File: src/rtl/zv_pkg.sv
package zv_pkg;
  localparam int ZV_DATA_W   = 32;
  localparam int ZV_ADDR_W   = 8;
  localparam int ZV_NSOCK    = 2;

  localparam logic [ZV_ADDR_W-1:0] OFS_PRESENT = 8'h08;
  localparam logic [ZV_ADDR_W-1:0] OFS_FORCE   = 8'h0C;
  localparam logic [ZV_ADDR_W-1:0] OFS_CTRL    = 8'h10;
  localparam logic [ZV_ADDR_W-1:0] OFS_LEGACY  = 8'h91;
  localparam logic [ZV_ADDR_W-1:0] OFS_DIAG    = 8'h93;

  localparam int SUPP_BIT  = 27;
  localparam int EN_BIT    = 9;
  localparam int MODEL_BIT = 10;
  localparam int ACT_BIT   = 11;
  localparam int LEG_BIT   = 6;
  localparam int DIAG_BIT  = 0;

  typedef enum logic [2:0] {
    ACC_NONE,
    ACC_PRESENT,
    ACC_FORCE,
    ACC_CTRL,
    ACC_LEGACY,
    ACC_DIAG
  } zv_acc_e;

  function automatic zv_acc_e zv_decode(input logic cfg, input logic [ZV_ADDR_W-1:0] addr);
    zv_acc_e a;
    a = ACC_NONE;
    if (!cfg) begin
      if (addr == OFS_PRESENT)      a = ACC_PRESENT;
      else if (addr == OFS_FORCE)   a = ACC_FORCE;
      else if (addr == OFS_CTRL)    a = ACC_CTRL;
    end else begin
      if (addr == OFS_LEGACY)       a = ACC_LEGACY;
      else if (addr == OFS_DIAG)    a = ACC_DIAG;
    end
    return a;
  endfunction
endpackage

File: src/rtl/zv_rst_sync.sv
module zv_rst_sync #(
  parameter int STAGES = 2
) (
  input  logic clk,
  input  logic rst_n,
  output logic rst_sync_n
);
  logic [STAGES-1:0] chain_q;
  logic [STAGES-1:0] chain_d;

  always_comb begin
    chain_d = {chain_q[STAGES-2:0], 1'b1};
  end

  always_ff @(posedge clk or negedge rst_n) begin
    if (!rst_n) chain_q <= '0;
    else        chain_q <= chain_d;
  end

  assign rst_sync_n = chain_q[STAGES-1];
endmodule

File: src/rtl/zv_sock_regs.sv
module zv_sock_regs (
  input  logic clk,
  input  logic rst_n,
  input  logic std_on,
  input  logic wr_force,
  input  logic force_bit,
  input  logic wr_ctrl,
  input  logic ctrl_bit,
  input  logic wr_legacy,
  input  logic legacy_bit,
  output logic supp,
  output logic std_en,
  output logic leg_en,
  output logic eff_en
);
  logic supp_d, std_en_d, leg_en_d;
  logic std_we, leg_we, supp_we;

  always_comb begin
    supp_we  = wr_force && force_bit;
    std_we   = wr_ctrl && std_on;
    leg_we   = wr_legacy;
    supp_d   = supp_we ? 1'b1 : supp;
    std_en_d = std_we ? ctrl_bit : std_en;
    leg_en_d = leg_we ? legacy_bit : leg_en;
  end

  always_ff @(posedge clk or negedge rst_n) begin
    if (!rst_n) begin
      supp   <= 1'b0;
      std_en <= 1'b0;
      leg_en <= 1'b0;
    end else begin
      supp   <= supp_d;
      std_en <= std_en_d;
      leg_en <= leg_en_d;
    end
  end

  assign eff_en = leg_en | (std_en & std_on);


  supp_sticky_chk: assert property (@(posedge clk) disable iff (!rst_n)
    supp |=> supp);


  std_lock_chk: assert property (@(posedge clk) disable iff (!rst_n)
    (!std_on && wr_ctrl) |=> $stable(std_en));
endmodule

File: src/rtl/zv_sel_encode.sv
module zv_sel_encode (
  input  logic clk,
  input  logic rst_n,
  input  logic eff_a,
  input  logic eff_b,
  input  logic pick_b,
  output logic sel_a,
  output logic sel_b,
  output logic status
);
  logic sel_a_d, sel_b_d, status_d;

  always_comb begin
    sel_a_d  = 1'b0;
    sel_b_d  = 1'b0;
    unique case ({eff_a, eff_b})
      2'b10:   sel_a_d = 1'b1;
      2'b01:   sel_b_d = 1'b1;
      2'b11: begin
        sel_a_d = !pick_b;
        sel_b_d = pick_b;
      end
      default: ;
    endcase
    status_d = eff_a | eff_b;
  end

  always_ff @(posedge clk or negedge rst_n) begin
    if (!rst_n) begin
      sel_a  <= 1'b0;
      sel_b  <= 1'b0;
      status <= 1'b0;
    end else begin
      sel_a  <= sel_a_d;
      sel_b  <= sel_b_d;
      status <= status_d;
    end
  end


  sel_excl_chk: assert property (@(posedge clk) disable iff (!rst_n)
    !(sel_a && sel_b));


  tie_pick_chk: assert property (@(posedge clk) disable iff (!rst_n)
    (eff_a && eff_b) |=> (sel_b == $past(pick_b)));
endmodule

File: src/rtl/zv_port_ctrl.sv
module zv_port_ctrl
  import zv_pkg::*;
#(
  parameter int DATA_W = ZV_DATA_W,
  parameter int ADDR_W = ZV_ADDR_W
) (
  input  logic              clk,
  input  logic              rst_n,
  input  logic              bus_wr,
  input  logic              bus_cfg,
  input  logic              bus_sock,
  input  logic [ADDR_W-1:0] bus_addr,
  input  logic [DATA_W-1:0] bus_wdata,
  output logic [DATA_W-1:0] bus_rdata,
  input  logic              port_pick,
  output logic              zv_sel_a,
  output logic              zv_sel_b,
  output logic              zv_status
);
  localparam int NSOCK = ZV_NSOCK;

  logic rst_int_n;
  zv_acc_e acc;
  logic diag_q, diag_d;
  logic std_on;
  logic [NSOCK-1:0] supp, std_en, leg_en, eff_en;
  logic any_eff;
  logic unused_wdata;

  zv_rst_sync #(.STAGES(2)) u_rst (
    .clk        (clk),
    .rst_n      (rst_n),
    .rst_sync_n (rst_int_n)
  );

  always_comb acc = zv_decode(bus_cfg, bus_addr);

  always_comb begin
    diag_d = diag_q;
    if (bus_wr && acc == ACC_DIAG) diag_d = bus_wdata[DIAG_BIT];
  end

  always_ff @(posedge clk or negedge rst_int_n) begin
    if (!rst_int_n) diag_q <= 1'b0;
    else            diag_q <= diag_d;
  end

  assign std_on = !diag_q;

  for (genvar s = 0; s < NSOCK; s++) begin : g_sock
    logic hit;
    assign hit = bus_wr && (bus_sock == s[0]);
    zv_sock_regs u_regs (
      .clk        (clk),
      .rst_n      (rst_int_n),
      .std_on     (std_on),
      .wr_force   (hit && acc == ACC_FORCE),
      .force_bit  (bus_wdata[SUPP_BIT]),
      .wr_ctrl    (hit && acc == ACC_CTRL),
      .ctrl_bit   (bus_wdata[EN_BIT]),
      .wr_legacy  (hit && acc == ACC_LEGACY),
      .legacy_bit (bus_wdata[LEG_BIT]),
      .supp       (supp[s]),
      .std_en     (std_en[s]),
      .leg_en     (leg_en[s]),
      .eff_en     (eff_en[s])
    );
  end

  assign any_eff = |eff_en;
  assign unused_wdata = ^bus_wdata;

  always_comb begin
    bus_rdata = '0;
    unique case (acc)
      ACC_PRESENT: bus_rdata[SUPP_BIT] = supp[bus_sock];
      ACC_CTRL: begin
        if (std_on) begin
          bus_rdata[EN_BIT]    = std_en[bus_sock];
          bus_rdata[MODEL_BIT] = 1'b1;
          bus_rdata[ACT_BIT]   = any_eff;
        end
      end
      ACC_LEGACY:  bus_rdata[LEG_BIT]  = leg_en[bus_sock];
      ACC_DIAG:    bus_rdata[DIAG_BIT] = diag_q;
      default: ;
    endcase
  end

  zv_sel_encode u_sel (
    .clk    (clk),
    .rst_n  (rst_int_n),
    .eff_a  (eff_en[0]),
    .eff_b  (eff_en[1]),
    .pick_b (port_pick),
    .sel_a  (zv_sel_a),
    .sel_b  (zv_sel_b),
    .status (zv_status)
  );


  status_follow_chk: assert property (@(posedge clk) disable iff (!rst_int_n)
    1'b1 |=> (zv_status == $past(any_eff)));


  present_ro_chk: assert property (@(posedge clk) disable iff (!rst_int_n)
    (bus_wr && acc == ACC_PRESENT && !(acc == ACC_FORCE)) |=> $stable(supp));
endmodule

File: config.mk
export PLATFORM = sky130hd
export DESIGN_NAME = zv_port_ctrl
export DESIGN_NICKNAME = d
export VERILOG_FILES = /design/src/rtl/zv_pkg.sv /design/src/rtl/zv_rst_sync.sv /design/src/rtl/zv_sock_regs.sv /design/src/rtl/zv_sel_encode.sv /design/src/rtl/zv_port_ctrl.sv
export SDC_FILE = /design/constraint.sdc
export NUM_CORES = 1
export LEC_CHECK = 0
export ABC_AREA = 1
export BUFFER_PORTS_ARGS = -buffer_cell sky130_fd_sc_hd__buf_2
export CORE_ASPECT_RATIO = 0.9
export CORE_MARGIN = 2
export CORE_UTILIZATION = 38
export CTS_CLUSTER_SIZE = 16
export DETAILED_ROUTE_END_ITERATION = 10
export GPL_TIMING_DRIVEN = 0
export PLACE_DENSITY = 0.88
export SETUP_SLACK_MARGIN = 0.5
export SYNTH_ARGS = -nofsm -noshare
export SYNTH_HDL_FRONTEND = slang
export SYNTH_SLANG_ARGS = --single-unit
File: constraint.sdc
create_clock -name clk -period 0.9 [get_ports clk]
set_input_delay 0 -clock clk [delete_from_list [all_inputs] [get_ports clk]]
set_output_delay 0 -clock clk [all_outputs]
set_load 0.02 [all_outputs]
## Word-level counts from Yosys, hierarchy flattened

Cells that the tools add are included.

| word-level totals | value |
|---|---|
| logic and storage cells | 66 |
| output and inout port bits | 35 |
| input port bits | 46 |
| register bits after elaboration | 12 |

| cells by class | value |
|---|---|
| $lt $le $gt $ge | 1 |
| bitwise operators | 6 |
| mux-type cells | 19 |
| equal/unequal tests | 13 |
| reductions and logical operators | 16 |

Operators by type and width:

| kind | count |
|---|---|
| $mux W3 | 6 |
| $eq A8 B4 Y1 const B | 2 |
| $eq A8 B8 Y1 const B | 2 |
| $logic_and A1 B1 Y1 | 13 |
| $mux W1 | 9 |
| $eq A8 B5 Y1 const B | 1 |
| $eq A3 B2 Y1 const B | 2 |
| $eq A3 B3 Y1 const B | 2 |
| $eq A2 B2 Y1 const B | 2 |
| $mux W2 | 2 |
| $pmux W1 S2 | 2 |
| $eq A3 B1 Y1 const B | 1 |
| $or A1 B1 Y1 | 3 |
| $and A1 B1 Y1 | 2 |
| $eq A2 B1 Y1 const B | 1 |
| $logic_not A1 Y1 | 2 |
| $lt A1 B2 Y1 const B | 1 |
| $reduce_or A2 Y1 | 1 |
| $not A1 Y1 | 1 |

## Longest topological paths before layout

Gate-level depths: netlist (run 1).

| depth | value |
|---|---|
| depth in word-level cells | 8 |
| depth in mapped cells | 9 |
| depth with buffers taken out | 9 |

## Hierarchy

Synthesis (run 1) repeated with hierarchy kept, for this count alone.

| second synthesis, totals | value |
|---|---|
| cells, all modules | 141 |
| area total of the unflattened synthesis | 1013.5 um^2 |

By module, submodules not included:

| module | area an instance (um^2) | times used | cells an instance | sequential area each (um^2) |
|---|---|---|---|---|
| zv_port_ctrl | 611.8 | 1 | 99 | 25.0 |
| zv_sock_regs | 122.6 | 2 | 15 | 75.1 |
| zv_sel_encode | 102.6 | 1 | 9 | 75.1 |
| zv_rst_sync | 53.8 | 1 | 3 | 50.0 |

## Worst setup path before layout (run 1)

Ideal clock, no wire load.

| timing | value |
|---|---|
| kind | flip-flop to output port |
| start | register diag_q |
| end | output port bus_rdata[11] |
| slack | -0.083 ns |
| data arrival time | 0.983 ns |
| cell stages (with the launch flop) | 5 |
| path buffers | 0 |
| data required time | 0.900 ns |
| cell sequence | dfrtp_1 -> inv_1 -> a21oi_1 -> nand2_1 -> nor3b_2 |

| between the ends | value |
|---|---|
| longest elaborated chain between the ends | 6 |
| elaborated cells between the ends (all ways) | 8 |
| classes of those cells | mux: 2; bitwise: 4; reduce/logical: 2 |

RTL lines:

| element | line | text |
|---|---|---|
| start, declared | zv_port_ctrl.sv:24 | `logic diag_q, diag_d;` |
| start signal, assigned | zv_port_ctrl.sv:45 | `else diag_q <= diag_d;` |
| $logic_not A1 Y1 (*) | zv_port_ctrl.sv:48 | `assign std_on = !diag_q;` |
| $and A1 B1 Y1 | zv_sock_regs.sv:40 | `assign eff_en = leg_en \| (std_en & std_on);` |
| $or A1 B1 Y1 | zv_sock_regs.sv:40 |  |
| $reduce_or A2 Y1 (*) | zv_port_ctrl.sv:70 | `assign any_eff = \|eff_en;` |
| net any_eff | zv_port_ctrl.sv:27 | `logic any_eff;` |
| $mux W3 (*) | zv_port_ctrl.sv:78 | `if (std_on) begin` |
| $mux W3 (*) | zv_port_ctrl.sv:75 | `unique case (acc)` |
| end, declared | zv_port_ctrl.sv:14 | `output logic [DATA_W-1:0] bus_rdata,` |

Mark *: on every way through the listed nets, which the timed path passes. The rest lies on a longest branch.

## Worst setup path in the final report (run 1)

Ends and elaborated chain as after synthesis.

==> qor.csv, run 1 <==
metric,value,unit
total CTS buffers,3,
ys flop type,dfrtp_1,
Worst Skew,0.00479,ns
Simple-Gate Fraction of Synth Area,36.2,%
total clock sinks,12,
post-synthesis compound-gate area fraction,3.03,%
failing checks,"negative hold slack, negative setup slack",
"top cells by count, synth","buf_4, nand2_1, nor2_1, inv_1, dfrtp_1",
die area,0.00292,mm^2
Area growth syn-to-layout,79.7,%
CTS tree,yes,
initial antenna violation count,0,
Final Max Tran Viols,0,
design area,0.00171,mm^2
Max-Cap Viols,0,
IO Pins,81,
Hold WC Path Type,input port to flop,
largest area contributor in the netlist,dfrtp_1,
fin crit share,141,%
final hold vios,3,
post-place setup slack,-0.291,ns
Pleak,0.925,nW
final setup vio count,11,
largest family of logic cells by synthesized area,simple AND/OR/NAND/NOR gates,
CP Class,flop to primary output,
first-pass GRT wire length,3.42,mm
hold_buf cts,1,
antenna diode count,0,
root buf cell,clkbuf_4,
peak supply drop,877,uV
nature of the critical path endpoint,primary output,
syn avg cell area,7.03,um^2
port buffer count,26,
PD cells,811,mW/mm^2
H-tree depth,1,
clk_lat worst skew,0.28,ns
adder-cell share of the synthesized area,0,%
final RePlAce weighted congestion,0.860,
via count,1029,
RSZ-0062 raised after global routing,true,
dpl hpwl,1.66,mm
min setup slack post-route,-0.367,ns
multiplexer share of the synthesized area,1.05,%
# rows,17,
Final Util,71.0,%
grt ovf,0,
Achievable Freq,0.789,GHz
synth top area cells,"dfrtp_1, buf_4, nand2_1, nor2_1, inv_1",
Yosys reg bits,12,
Post-synth EDFFs,0,
DRC,0,
Initial Util,39.5,%
Netlist Area Pre-Place,950,um^2
fraction of layout instances using a drive strength above 1,60.5,%
Gate Count Post-Synth,135,
die height,51.4,um
CTS max path bufs,2,
top-area cell type share of the netlist area,31.6,%
number of DRC markers in iteration 0,35,
data arrival time of the worst path,1.27,ns
DR WL/cell,12.5,um
Critical Path Source Type,flop,
Synth warnings,0,
placed instance area,0.00133,mm^2
Pre-antenna DRT Iters,4,
Routed Antenna Nets,0,
vias in the first global route,833,
XOR/XNOR Fraction of Synth Area,0,%
post-synthesis sequential area ratio,31.6,%
overall power,0.00138,W
GRT Overall Usage,14.9,%
Worst-path clk slew,0.07,ns
Total Nets Final,248,
Total Wirelength,2.85,mm
CP max FO,4,
Die Span X,56.7,um
pin count of the biggest net entering global routing,11,
vias per inst,4.51,
Min Hold Slack,-0.0249,ns
crit path time final,1.27,ns
Netlist cell types,18,
Synth async-reset ratio,100,%
CP required,0.90,ns
Core Area,0.00240,mm^2
outcome,"complete, but fails checks",
kinds of logic (layout without fill, tap and decap cells):
kind of cell / after synthesis / after routing
multiplexers: 1 / 1
other: 2 / 27
AO/OA/AOI/OAI: 5 / 5
buffers and inverters: 43 / 83
flip-flops: 12 / 12
AND/OR/NAND/NOR: 72 / 72
path summary, 6_finish.rpt:
path / from / endpoint / slack (ns) / cells past startpoint
setup / recovery: diag_q / bus_rdata[11] / -0.37 / 5
min in group asynchronous: rst_n / u_rst.chain_q[0] / 0.03 / 2
setup reg to reg: diag_q / g_sock[1].u_regs.std_en / -0.30 / 7
hold / removal: bus_wdata[27] / g_sock[0].u_regs.supp / -0.02 / 3
hold reg to reg: u_rst.chain_q[1] / u_sel.sel_b / 0.12 / 0
max in group asynchronous: u_rst.chain_q[1] / g_sock[1].u_regs.leg_en / 0.58 / 0
cells in the final DEF, fill, tap and decap left out, drive strengths merged:
master,netlist,final
nand3,3,3
buf,26,62
inv,17,17
nor3,6,6
mux2i,1,1
dlygate4sd3,0,1
dfrtp,12,12
nand4,6,6
nand2,29,29
clkbuf,0,3
nor2,27,27
a21oi,5,5
conb,2,27
nor3b,1,1
routing by layer:
metal | vias to the layer above | routed length, um | global-route usage (%)
li1 | 499 | - | -
met1 | 462 | 1100 | 17.6
met2 | 58 | 1480 | 26.9
met3 | 10 | 193 | 3.29
met4 | 0 | 76 | 4.76
met5 | - | 0 | 0
state kept, by name, indices dropped and copies added, names as in the netlist:
name                  flops
u_sel.sel_b               1
u_sel.status              1
u_rst.chain_q             2
g_sock.u_regs.supp        2
g_sock.u_regs.std_en      2
g_sock.u_regs.leg_en      2
diag_q                    1
u_sel.sel_a               1
power by group:
| part | total [W] | internal (W) | switching (W) |
|---|---|---|---|
| logic | 0.000482 | 0.000205 | 0.000278 |
| clock network | 0.000333 | 0.000155 | 0.000178 |
| registers | 0.000568 | 0.000552 | 0.0000160 |
worst max-delay path, stage by stage (launching register included):
cell	delay, ns
dfrtp_1	0.40
inv_4	0.11
a21oi_4	0.07
nand2_2	0.08
nor3b_4	0.18
buf_6	0.14
what timing repair did:
| action | in CTS | in global routing |
|---|---|---|
| gates resized for setup | 40 | 36 |
| endpoints found under the hold margin | 7 | 3 |
| setup buffers | 3 | 7 |
| setup endpoints to repair | 30 | 20 |
| pin swaps | 7 | 20 |
stage by stage:
step,TNS [ns],instances
final,-2.73,228
after CTS,-2.14,221
after global routing,-3.27,228
after floorplan,-0.0373,160
after detailed placement,-1.98,214
after global placement,-1.69,214
layout make-up:
cell class	count	area, um^2
tap	28	35.0
multi-input combinational	105	721
fill	188	697
sequential	12	303
timing repair buffer	37	332
clock buffer	3	22.5
inverter	17	98.8
buffer	26	195
Note: power is estimated with default switching activity, not from simulation.
==> run 2: changes to the inputs <==
--- a/config.mk
+++ b/config.mk
@@ -7,9 +7,10 @@
 export LEC_CHECK = 0
 export ABC_AREA = 1
 export BUFFER_PORTS_ARGS = -buffer_cell sky130_fd_sc_hd__buf_2
+export CAP_MARGIN = 25
 export CORE_ASPECT_RATIO = 0.9
 export CORE_MARGIN = 2
-export CORE_UTILIZATION = 38
+export CORE_UTILIZATION = 39
 export CTS_CLUSTER_SIZE = 16
 export DETAILED_ROUTE_END_ITERATION = 10
 export GPL_TIMING_DRIVEN = 0
@@ -17,4 +18,5 @@
 export SETUP_SLACK_MARGIN = 0.5
 export SYNTH_ARGS = -nofsm -noshare
 export SYNTH_HDL_FRONTEND = slang
+export SYNTH_HIERARCHICAL = 1
 export SYNTH_SLANG_ARGS = --single-unit
==> run 2 against run 1 <==
Routed wire length down 16%. Highest routed layer unchanged. The flow still finishes with violations (negative hold slack, negative setup slack). Via count decreased by 4.1%. Largest power group unchanged. Die area is 3.7% higher. Clock skew is 0.0075 ns higher.
==> qor.csv, run 2 <==
metric,value,unit,change
outcome,"complete, but fails checks",,
failing checks,"negative hold slack, negative setup slack",,
Layout fillers,190,,+1.1%
Area growth syn-to-layout,70.1,%,
syn avg cell area,7.19,um^2,+2.2%
Critical Path Source Type,flop,,
top-area cell type share of the netlist area,29.6,%,-2.0 points
crit path time final,1.20,ns,-0.0619 ns
Hold Path Origin,port_pick,,
"top cells by count, synth","nand2_1, buf_4, nor2_1, inv_1, dfrtp_1",,
die area,0.00302,mm^2,+3.7%
dpl hpwl,1.56,mm,-6.0%
peak supply drop,1000,uV,+14%
IO Pins,81,,unchanged
Worst Hold End,u_sel/sel_a,,
data arrival time of the worst path,1.20,ns,-0.07 ns
Max-Cap Viols,0,,unchanged
multi-input logic area,691,um^2,-4.2%
CP max FO,5,,+1
Final Max Tran Viols,0,,unchanged
min setup slack post-route,-0.305,ns,+0.0619 ns
GRT Overall Usage,14.7,%,-0.25 points
CTS tree,yes,,
"most common cell after layout, fill and taps aside",buf_4,,
Yosys reg bits,12,,unchanged
CTS max path bufs,2,,unchanged
initial antenna violation count,0,,unchanged
Pre-antenna DRT Iters,4,,unchanged
root buf cell,clkbuf_4,,
hold depth,2,,-1
nature of the critical path endpoint,primary output,,
DRC,0,,unchanged
Total Wirelength,2.40,mm,-16%
register-to-register setup slack,-0.26,ns,+0.04 ns
largest area contributor in the netlist,dfrtp_1,,
crit path cell chain,inv_4 -> nand2_2 -> nand2_2 -> nor2_2 -> nor2_2 -> buf_6,,
overall power,0.00148,W,+6.8%
Achievable Freq,0.830,GHz,+5.1%
grt ovf,0,,unchanged
antenna diode count,0,,unchanged
Hold WC Path Type,input port to flop,,
Netlist Area Pre-Place,0.00101,mm^2,+6.7%
PD cells,857,mW/mm^2,+5.7%
final RePlAce weighted congestion,0.774,,-10%
via count,987,,-4.1%
CP required,0.90,ns,about the same
Gate Count Post-Synth,141,,+4.4%
final setup vio count,9,,-2
DR WL/cell,10.1,um,-19%
CP Class,flop to primary output,,
port buffer count,25,,-3.8%
Slowest cell on crit path,dfrtp_1,,
total CTS buffers,3,,unchanged
Initial Util,41.1,%,+1.6 points
pin count of the biggest net entering global routing,11,,unchanged
Netlist cell types,20,,+2
fraction of layout instances using a drive strength above 1,57.9,%,-2.6 points
first-pass GRT wire length,3.35,mm,-2.0%
Total Nets Final,256,,+3.2%
H-tree depth,1,,unchanged
most frequent cells in the layout,"buf_4, conb_1, nand2_1",,
number of DRC markers in iteration 0,20,,-43%
Synth warnings,6,,+6
Worst Skew,0.0123,ns,+0.00754 ns
final hold vios,9,,+6
Core Area,0.00247,mm^2,+2.7%
Min Hold Slack,-0.0864,ns,-0.0615 ns
most common cell in the netlist,nand2_1,,
total clock sinks,12,,unchanged
Worst path max stage delay,0.41,ns,about the same
synth top area cells,"dfrtp_1, buf_4, nand2_1, nor2_1, inv_1",,
Die Span X,57.7,um,+1.8%
Pleak,0.948,nW,+2.5%
die height,52.4,um,+1.8%
clk_lat worst skew,0.28,ns,about the same
Worst-path clk slew,0.08,ns,about the same
Post-synth EDFFs,0,,unchanged
vias per inst,4.16,,-7.7%
# rows,17,,unchanged
fin crit share,134,%,-6.9 points
post-synthesis sequential area ratio,29.6,%,-2.0 points
Synth async-reset ratio,100,%,unchanged
vias in the first global route,875,,+5.0%
Worst Reg-to-Reg Cells,6,,-1
reg2reg start,diag_q,,
ys flop type,dfrtp_1,,
sequential cell area,302,um^2,-0.41%
Critical R2R Capture,u_sel/status,,
Routed Antenna Nets,0,,unchanged
RSZ-0062 raised after global routing,true,,
hold_buf cts,1,,unchanged
==> run 2: per-layer routing <==
metal / vias up / wire length [um] / GRT usage [%]
li1: 509 / - / -
met2: 35 / 1370 / 29.5
met5: - / 0 / 0
met4: 0 / 17 / 5.81
met3: 2 / 146 / 4.20
met1: 441 / 863 / 13.8
==> run 2: how the worst max path moves through the flow <==
stage	start	to	slack, ns	cells after the start
floorplan	diag_q	bus_rdata[11]	0.007	5
global placement	bus_addr[5]	g_sock[1].u_regs/leg_en	-0.16	11
detailed placement	bus_addr[5]	g_sock[1].u_regs/leg_en	-0.18	11
CTS	diag_q	bus_rdata[11]	-0.29	6
global route	diag_q	bus_rdata[11]	-0.37	6
finish	diag_q	bus_rdata[11]	-0.30	6
==> run 2: worst max-delay path: cells and delay by family, from the launching register on <==
kind          cells  cell delay (ns)
flops             1             0.41
simple gates      4             0.29
buf+inv           2             0.23
==> run 2: logic make-up after synthesis <==
kind of cell	after synthesis	synth area share [%]
AO/OA/AOI/OAI	5	2.47
buffers and inverters	45	26.7
flip-flops	12	29.6
multiplexers	3	2.96
other	2	0.741
AND/OR/NAND/NOR	74	37.5
==> run 2: area by class of cell <==
type	instances	area share [%]
multi-input combinational	109	40.1
timing repair buffer	39	20.5
sequential	12	17.5
buffer	27	11.8
inverter	18	6.10
clock buffer	4	2.10
tap	28	2.03
==> run 2: what timing repair did <==
action                                  CTS  global route
hold endpoints to repair                 11             9
buffers inserted                          7             6
gates resized for setup                  44            15
pin swaps                                17            17
endpoints found under the setup margin   30            20
==> run 2: stage by stage <==
stage               area, um^2  util (%)  std cells  TNS, ns  worst slack, ns
global placement          1390      56.1        219   -0.955           -0.160
detailed placement        1390      56.1        219    -1.08           -0.178
finish                    1720      69.9        237    -1.90           -0.305
global route              1720      69.9        237    -2.48           -0.369
floorplan                 1220         -        166        0          0.00747
CTS                       1620      65.7        231    -1.67           -0.292
==> run 2: power breakdown <==
part | switching (W) | internal (W) | total (W)
logic | 0.000264 | 0.000215 | 0.000479
clock network | 0.000182 | 0.000246 | 0.000429
registers | 0.0000161 | 0.000554 | 0.000570
total | 0.000463 | 0.00102 | 0.00148
